$ cat src/rtl/mbus_pkg.sv
package mbus_pkg;

    typedef enum logic [2:0] {
        PH_IDLE  = 3'd0,
        PH_NEXTA = 3'd1,
        PH_IVEC  = 3'd2,
        PH_RDATA = 3'd3,
        PH_ADDR  = 3'd4,
        PH_WR    = 3'd5,
        PH_WRSTB = 3'd6,
        PH_IACK  = 3'd7
    } bus_phase_e;

    typedef struct packed {
        logic hit;
        logic per;
        logic ram;
    } win_t;

    function automatic logic is_read_phase(bus_phase_e p);
        return (p == PH_RDATA) || (p == PH_NEXTA);
    endfunction

    function automatic logic loads_addr_from_bus(bus_phase_e p);
        return (p == PH_ADDR) || (p == PH_IACK);
    endfunction

endpackage

$ cat src/rtl/mbus_decode.sv
module mbus_decode
    import mbus_pkg::*;
#(
    parameter int          AW        = 8,
    parameter logic [15:0] BASE_ADDR = 16'h0100
) (
    input  logic        clk,
    input  logic        rst,
    input  bus_phase_e  ph,
    input  logic [15:0] db_in,
    input  logic [15:0] own_word,
    output logic [15:0] addr_q,
    output logic [15:0] wdata_q,
    output win_t        win
);
    always_comb begin
        win.hit = (addr_q[15:AW] == BASE_ADDR[15:AW]);
        win.per = win.hit && (&addr_q[AW-1:4]);
        win.ram = win.hit && !win.per;
    end

    always_ff @(posedge clk) begin
        if (rst) begin
            addr_q  <= 16'h0000;
            wdata_q <= 16'h0000;
        end else begin
            if (loads_addr_from_bus(ph))
                addr_q <= db_in;
            else if (ph == PH_NEXTA)
                addr_q <= win.hit ? own_word : db_in;
            if (ph == PH_WR)
                wdata_q <= db_in;
        end
    end


    addr_load_chk: assert property (@(posedge clk) disable iff (rst)
        (ph == PH_ADDR) |=> (addr_q == $past(db_in)));


    iack_load_chk: assert property (@(posedge clk) disable iff (rst)
        (ph == PH_IACK) |=> (addr_q == $past(db_in)));


    idle_hold_chk: assert property (@(posedge clk) disable iff (rst)
        (ph == PH_IDLE) |=> ($stable(addr_q) && $stable(wdata_q)));
endmodule

$ cat src/rtl/mbus_scratch.sv
module mbus_scratch #(
    parameter int DW    = 16,
    parameter int DEPTH = 256,
    localparam int AW   = $clog2(DEPTH)
) (
    input  logic          clk,
    input  logic          we,
    input  logic [AW-1:0] waddr,
    input  logic [DW-1:0] wdata,
    input  logic [AW-1:0] raddr,
    output logic [DW-1:0] rdata
);
    logic [DW-1:0] mem [DEPTH];

    always_ff @(posedge clk) begin
        if (we)
            mem[waddr] <= wdata;
    end

    assign rdata = mem[raddr];
endmodule

$ cat src/rtl/mbus_drive.sv
module mbus_drive
    import mbus_pkg::*;
#(
    parameter logic [15:0] IRQ_VECTOR = 16'h1004
) (
    input  logic        clk,
    input  logic        rst,
    input  bus_phase_e  ph,
    input  win_t        win,
    input  logic [15:0] ram_rdata,
    input  logic [15:0] per_rdata,
    output logic [15:0] word,
    output logic [15:0] dout,
    output logic        oe,
    output logic        per_rd_en,
    output logic        per_we,
    output logic        ram_we
);
    always_comb begin
        word      = win.per ? per_rdata : ram_rdata;
        per_rd_en = is_read_phase(ph) && win.per;
        per_we    = (ph == PH_WRSTB) && win.per;
        ram_we    = (ph == PH_WRSTB) && win.ram;
        oe        = 1'b0;
        dout      = 16'h0000;
        unique case (ph)
            PH_IVEC: begin
                oe   = 1'b1;
                dout = IRQ_VECTOR;
            end
            PH_RDATA, PH_NEXTA: begin
                oe   = win.hit;
                dout = win.hit ? word : 16'h0000;
            end
            default: begin
                oe   = 1'b0;
                dout = 16'h0000;
            end
        endcase
    end


    we_excl_chk: assert property (@(posedge clk) disable iff (rst)
        per_we |-> (!ram_we && !per_rd_en && !oe));
endmodule

$ cat src/rtl/mbus_slave.sv
module mbus_slave
    import mbus_pkg::*;
#(
    parameter logic [15:0] BASE_ADDR  = 16'h0100,
    parameter int          DEPTH      = 256,
    parameter logic [15:0] IRQ_VECTOR = 16'h1004
) (
    input  logic        clk,
    input  logic        rst,
    input  logic [2:0]  phase,
    input  logic [15:0] db_in,
    output logic [15:0] db_out,
    output logic        db_oe,
    output logic [3:0]  per_addr,
    output logic [15:0] per_wdata,
    output logic        per_we,
    output logic        per_rd_en,
    input  logic [15:0] per_rdata
);
    localparam int AW = $clog2(DEPTH);

    bus_phase_e    ph;
    win_t          win;
    logic [15:0]   addr_q;
    logic [15:0]   wdata_q;
    logic [15:0]   word;
    logic [15:0]   ram_rdata;
    logic          ram_we;

    assign ph = bus_phase_e'(phase);

    mbus_decode #(.AW(AW), .BASE_ADDR(BASE_ADDR)) u_dec (
        .clk(clk), .rst(rst), .ph(ph), .db_in(db_in), .own_word(word),
        .addr_q(addr_q), .wdata_q(wdata_q), .win(win)
    );

    mbus_scratch #(.DW(16), .DEPTH(DEPTH)) u_ram (
        .clk(clk), .we(ram_we), .waddr(addr_q[AW-1:0]), .wdata(wdata_q),
        .raddr(addr_q[AW-1:0]), .rdata(ram_rdata)
    );

    mbus_drive #(.IRQ_VECTOR(IRQ_VECTOR)) u_drv (
        .clk(clk), .rst(rst), .ph(ph), .win(win), .ram_rdata(ram_rdata),
        .per_rdata(per_rdata), .word(word), .dout(db_out), .oe(db_oe),
        .per_rd_en(per_rd_en), .per_we(per_we), .ram_we(ram_we)
    );

    assign per_addr  = addr_q[3:0];
    assign per_wdata = wdata_q;


    oe_quiet_chk: assert property (@(posedge clk) disable iff (rst)
        (phase inside {3'd0, 3'd4, 3'd5, 3'd6, 3'd7}) |-> !db_oe);


    vector_chk: assert property (@(posedge clk) disable iff (rst)
        (phase == 3'd2) |-> (db_oe && db_out == IRQ_VECTOR));


    pulse_phase_chk: assert property (@(posedge clk) disable iff (rst)
        per_we |-> (phase == 3'd6));


    ram_commit_chk: assert property (@(posedge clk) disable iff (rst)
        ram_we |=> (ram_rdata == $past(wdata_q) || addr_q != $past(addr_q)));


    reset_state_chk: assert property (@(posedge clk)
        $past(rst) |-> (addr_q == 16'h0000 && wdata_q == 16'h0000));
endmodule

$ cat config.mk
export PLATFORM = sky130hd
export DESIGN_NAME = mbus_slave
export DESIGN_NICKNAME = d
export VERILOG_FILES = /design/src/rtl/mbus_pkg.sv /design/src/rtl/mbus_decode.sv /design/src/rtl/mbus_scratch.sv /design/src/rtl/mbus_drive.sv /design/src/rtl/mbus_slave.sv
export SDC_FILE = /design/constraint.sdc
export NUM_CORES = 2
export LEC_CHECK = 0
export ABC_AREA = 1
export BUFFER_PORTS_ARGS = -buffer_cell sky130_fd_sc_hd__buf_2
export CAP_MARGIN = 20
export CORE_ASPECT_RATIO = 0.75
export CORE_MARGIN = 2
export CORE_UTILIZATION = 40
export CTS_CLUSTER_DIAMETER = 40
export DETAILED_ROUTE_END_ITERATION = 10
export PLACE_DENSITY = 0.59
export SETUP_SLACK_MARGIN = 0.05
export SKIP_CTS_REPAIR_TIMING = 1
export SYNTH_ARGS = -nofsm -noshare
export SYNTH_HDL_FRONTEND = slang
export SYNTH_SLANG_ARGS = --single-unit
$ cat constraint.sdc
create_clock -name clk -period 5.41 [get_ports clk]
set_clock_uncertainty 0.15 [all_clocks]
set_input_delay 0.541 -clock clk [delete_from_list [all_inputs] [get_ports clk]]
set_output_delay 0.541 -clock clk [all_outputs]
set_load 0.1 [all_outputs]
# Word level (Yosys, flattened, before mapping)
# Memories as Yosys holds them, arrays and structs flattened. A register that Yosys moved wholly into a read port is not among the register bits.
# Index checks and enable logic that the tools add are counted.
[op_classes]
n_eq_ne = 8
muxes = 11
reduce_logical = 11
[op_table]
columns = ["operator", "count"]
rows = [
  ["two-way mux 16 bit", 5],
  ["case mux 16 bit (2 select lines)", 1],
  ["two-way mux 8 bit", 2],
  ["equality test 3 bit (second input constant)", 4],
  ["equality test 8 x 1 -> 1 bit (second input constant)", 1],
  ["equality test 3 x 2 -> 1 bit (second input constant)", 2],
  ["logical AND 1 bit", 5],
  ["AND reduction 4 bit", 1],
  ["equality test 3 x 1 -> 1 bit (second input constant)", 1],
  ["logical OR 1 bit", 2],
  ["two-way mux 1 bit", 2],
  ["case mux 1 bit (2 select lines)", 1],
  ["nonzero test 2 bit", 1],
  ["OR reduction 2 bit", 1],
  ["logical NOT 1 bit", 1],
]
[totals]
register_bits = 32
mem_bits_rw = 4096
out_inout_bits = 39
elab_cells = 33
mem_count = 1
[mem_list]
columns = ["memory", "words", "word_bits", "read_ports", "rd_ports_with_merged_regs", "write_ports", "line_no", "source"]
rows = [
  ["u_ram.mem", 256, 16, 1, 1, 1, "mbus_scratch.sv:13", "logic [DW-1:0] mem [DEPTH];"],
]

# Longest topological paths before layout
[logic_depth]
word_depth = 8
mapped_depth = 19

# Modules after synthesis
# A second synthesis with hierarchy kept.
[hier_totals]
cells_unflattened = 13928
area_unflattened_um2 = 167496.9
[modules_own_cells]
columns = ["module", "instances", "cells_each", "area_per_inst_um2", "seq_area_each_um2"]
rows = [
  ["mbus_scratch", 1, 13601, 165386.1, 122998.0],
  ["mbus_decode", 1, 228, 1574.0, 640.6],
  ["mbus_drive", 1, 99, 536.8, 0.0],
]

# Worst setup path before layout
# OpenSTA, ideal clock, no wires.
[synth_timing]
path_type = "register to register"
from = "register u_dec.wdata_q[0]"
to = "memory u_ram.mem[0][0], data pin"
setup_ps = 991
arrival_time_ps = 4042
required_ps = 4269
path_slack_ps = 228
stages_incl_launch_ff = 1
path_buffers = 0
synth_period_minus_slack_ps = 5182
cell_sequence = "dfxtp_1"
[synth_rtl]
columns = ["item", "line_no", "source"]
rows = [
  ["from (decl)", "mbus_decode.sv:13", "output logic [15:0] wdata_q,"],
  ["from (signal assigned)", "mbus_decode.sv:32", "wdata_q <= db_in;"],
  ["to (decl)", "mbus_scratch.sv:13", ""],
]
# Straight into the memory's write port.

==> results.md <==
- VDD IR-drop max: 0.3186 mV
- Drt initial violations: 15930
- Distinct cell type count after synthesis: 29
- Yosys warns: 0
- Syn Inst Count: 13950
- Die footprint: 424800 µm²
- GRT overflow: 0
- Area grow syn2layout: 15.13%
- CP cell instances: buf_12 -> clkinv_16 -> buf_12 -> buf_4 -> nand2_1 -> nand3_1 -> nand3_1 -> nand3_1 -> nand3_1 -> nand2_1 -> nand2_1 -> nand2_1 -> nand2_1 -> nand3_1 -> nand3_1 -> a21oi_1 -> buf_12
- Synth Register Bits: 4136
- P per Cell Area: 386.6 nW/µm²
- Area of the core: 416800 µm²
- Clock share of power: 0.430
- Arr. time, crit path: 4.65 ns
- Max Slew Vio Count: 0
- TritonCTS Buffers: 459
- Vias in the first global route: 101800
- Seq/Total Area, Yosys: 0.7377
- Worst-Skew Late Latency: 0.98 ns
- CP max stage cell: nand3_1
- Kind of critical path: flop to output port
- Internal power: 55870 µW
- Mapped Area: 167800 µm²
- Synth Area per Inst: 12.03 µm²
- Crit path top cell by count: nand3_1
- Critical Path RT: 4.72 ns
- Psw: 18820 µW
- Flop-to-flop setup slack: 0.84 ns
- LEAKAGE: 0.06735 µW
- Pre-CTS setup slack: 0.5499 ns
- DP Cell Count: 19490
- Final Non-Filler Cells: 20420
- Port bufs: 75
- CTS root buf: clkbuf_16
- Crit. End Element: output port
- GRT Resource Usage Total: 0.2337
- # fillers: 37170
- Critical path buffer and inverter count: 5
- Setup-failing EPs final: 0
- Hpwl dp: 286400 µm
- Minimum clock period: 5.338 ns
- Share of cells above drive strength 1: 0.1003
- DIE WIDTH: 751.9 µm
- Avg WL per Cell: 25.16 µm
- CP Launch Type: flop
- Antenna Nets Post-Route: 0
- Worst-path clk slew: 0.06 ns
- Rows: 205
- Drt first pass iters: 6
- TritonCTS clock tree: built
- CP Max Fanout: 26
- Hold slack: 0.01849 ns
- Worst slew pin tran: 1.306 ns
- Comb power frac: 0.098
- CTS H-tree depth: 5
- DRT Wirelength: 513700 µm
- Final #Nets: 14460
- Slew HR: 0.1296
- Initial antenna violation count: 34
- Unrepaired setup endpoints after global routing: no
- Most frequent cells in the layout: nand2_1, edfxtp_1, nand3_1
- DR vias: 111900
- Sequential share of power: 0.472
- DRC Markers: 0
- Die H: 564.9 µm
- Fin crit share: 0.9868
- Io pins: 76
- Final worst slack: 0.07162 ns
- Switching Fraction: 0.2520
- Final hold vios: 0
- Hold WC Path Type: input port to flop
- CTS sink cnt: 4136
- CP top delay family: simple AND/OR/NAND/NOR gates
- Total power: 74690 µW
- Max Fclk: 187.3 MHz
- Placer Congestion: 0.8874
- Starting Density: 0.4026
- Outcome: finished clean
- Worst path max stage delay: 0.41 ns
- Largest net degree at the start of global routing: 186
- Max cap viols: 0
- Max Root-Sink Buffers: 4
- Vias per inst: 5.480
- Commonest non-fill, non-tap cell in the layout: nand2_1
- First-pass GRT wire length: 734300 µm
-- synthesized netlist by cell type (all sizes together) --
cell	count	share of area
inv	26	0.00061
buf	825	0.031
and3	1	0.000037
nor4b	1	0.000089
nor2	255	0.0058
nor4	1	0.000037
clkbuf	127	0.0029
nand2	4585	0.10
dfxtp	40	0.0048
edfxtp	4096	0.73
o21ai	17	0.00051
clkinv	1	0.000022
nor3	6	0.00030
conb	1	0.000022
a21oi	63	0.0021
nand3	3906	0.12
-- power groups by stage --
stage / combinational, µW / clock (µW) / sequential [µW]
after floorplan: 4240 / 0 / 36100
after global placement: 6980 / 0 / 35900
after detailed placement: 7020 / 0 / 35900
after CTS: 7050 / 32400 / 35300
after global routing: 7850 / 33700 / 35300
final: 7310 / 32100 / 35300
-- logic make-up after synthesis --
logic type / Yosys count / share of synthesized area
flops: 4136 / 0.7377
compound gates: 80 / 0.002565
buf+inv: 979 / 0.03435
simple gates: 8755 / 0.2253
other cells: 1 / 0.00002235
-- per-stage QoR --
step / cell area [µm²] / setup TNS [ns] / utilization
after CTS: 192200 / -4.490 / 0.4611
after global placement: 176600 / 0 / 0.4237
after global routing: 193200 / 0 / 0.4634
final: 193200 / 0 / 0.4635
after floorplan: 168800 / 0 / -
after detailed placement: 176700 / 0 / 0.4239
-- state kept, by name, summed over array words and instances, names as in the netlist, named ones only --
register and count:
u_ram.mem 4096, u_dec.addr_q 16, u_dec.wdata_q 16
-- worst paths after layout --
check,startpoint,endpoint,depth (start not counted)
max,flop,db_out[5],17
min,per_rdata[14],u_dec.addr_q[14],5
max reg2reg,u_dec.addr_q[9],u_ram.mem[59][2],8
min reg2reg,u_dec.addr_q[8],u_dec.addr_q[8],2
-- area by class of cell --
class | count | area [µm²] | area share
repair inverters | 2 | 27.53 | 0.0001425
diodes | 17 | 42.54 | 0.0002202
clock inverters | 329 | 3637 | 0.01883
well taps | 5589 | 6993 | 0.03620
flip-flops and latches | 4136 | 123900 | 0.6412
inverters | 27 | 168.9 | 0.0008743
clock buffers | 521 | 11870 | 0.06143
multi-input cells | 9091 | 39400 | 0.2040
repair buffers | 707 | 7171 | 0.03712
-- worst min-delay path, delay by kind of cell --
| family | cells | cell delay (ns) |
|---|---|---|
| AOI/OAI and AO/OA | 1 | 0.05 |
| buffers and inverters | 1 | 0.10 |
| and+or+nand+nor | 3 | 0.40 |
-- metal layers --
layer,share of wire,GRT usage,up-vias
li1,-,-,50380
met1,0.43,0.3551,55050
met2,0.43,0.3361,5724
met3,0.10,0.04326,751
met4,0.036,0.08101,2
met5,0.000021,0,-
No activity file was read; power rests on OpenSTA's default activity.
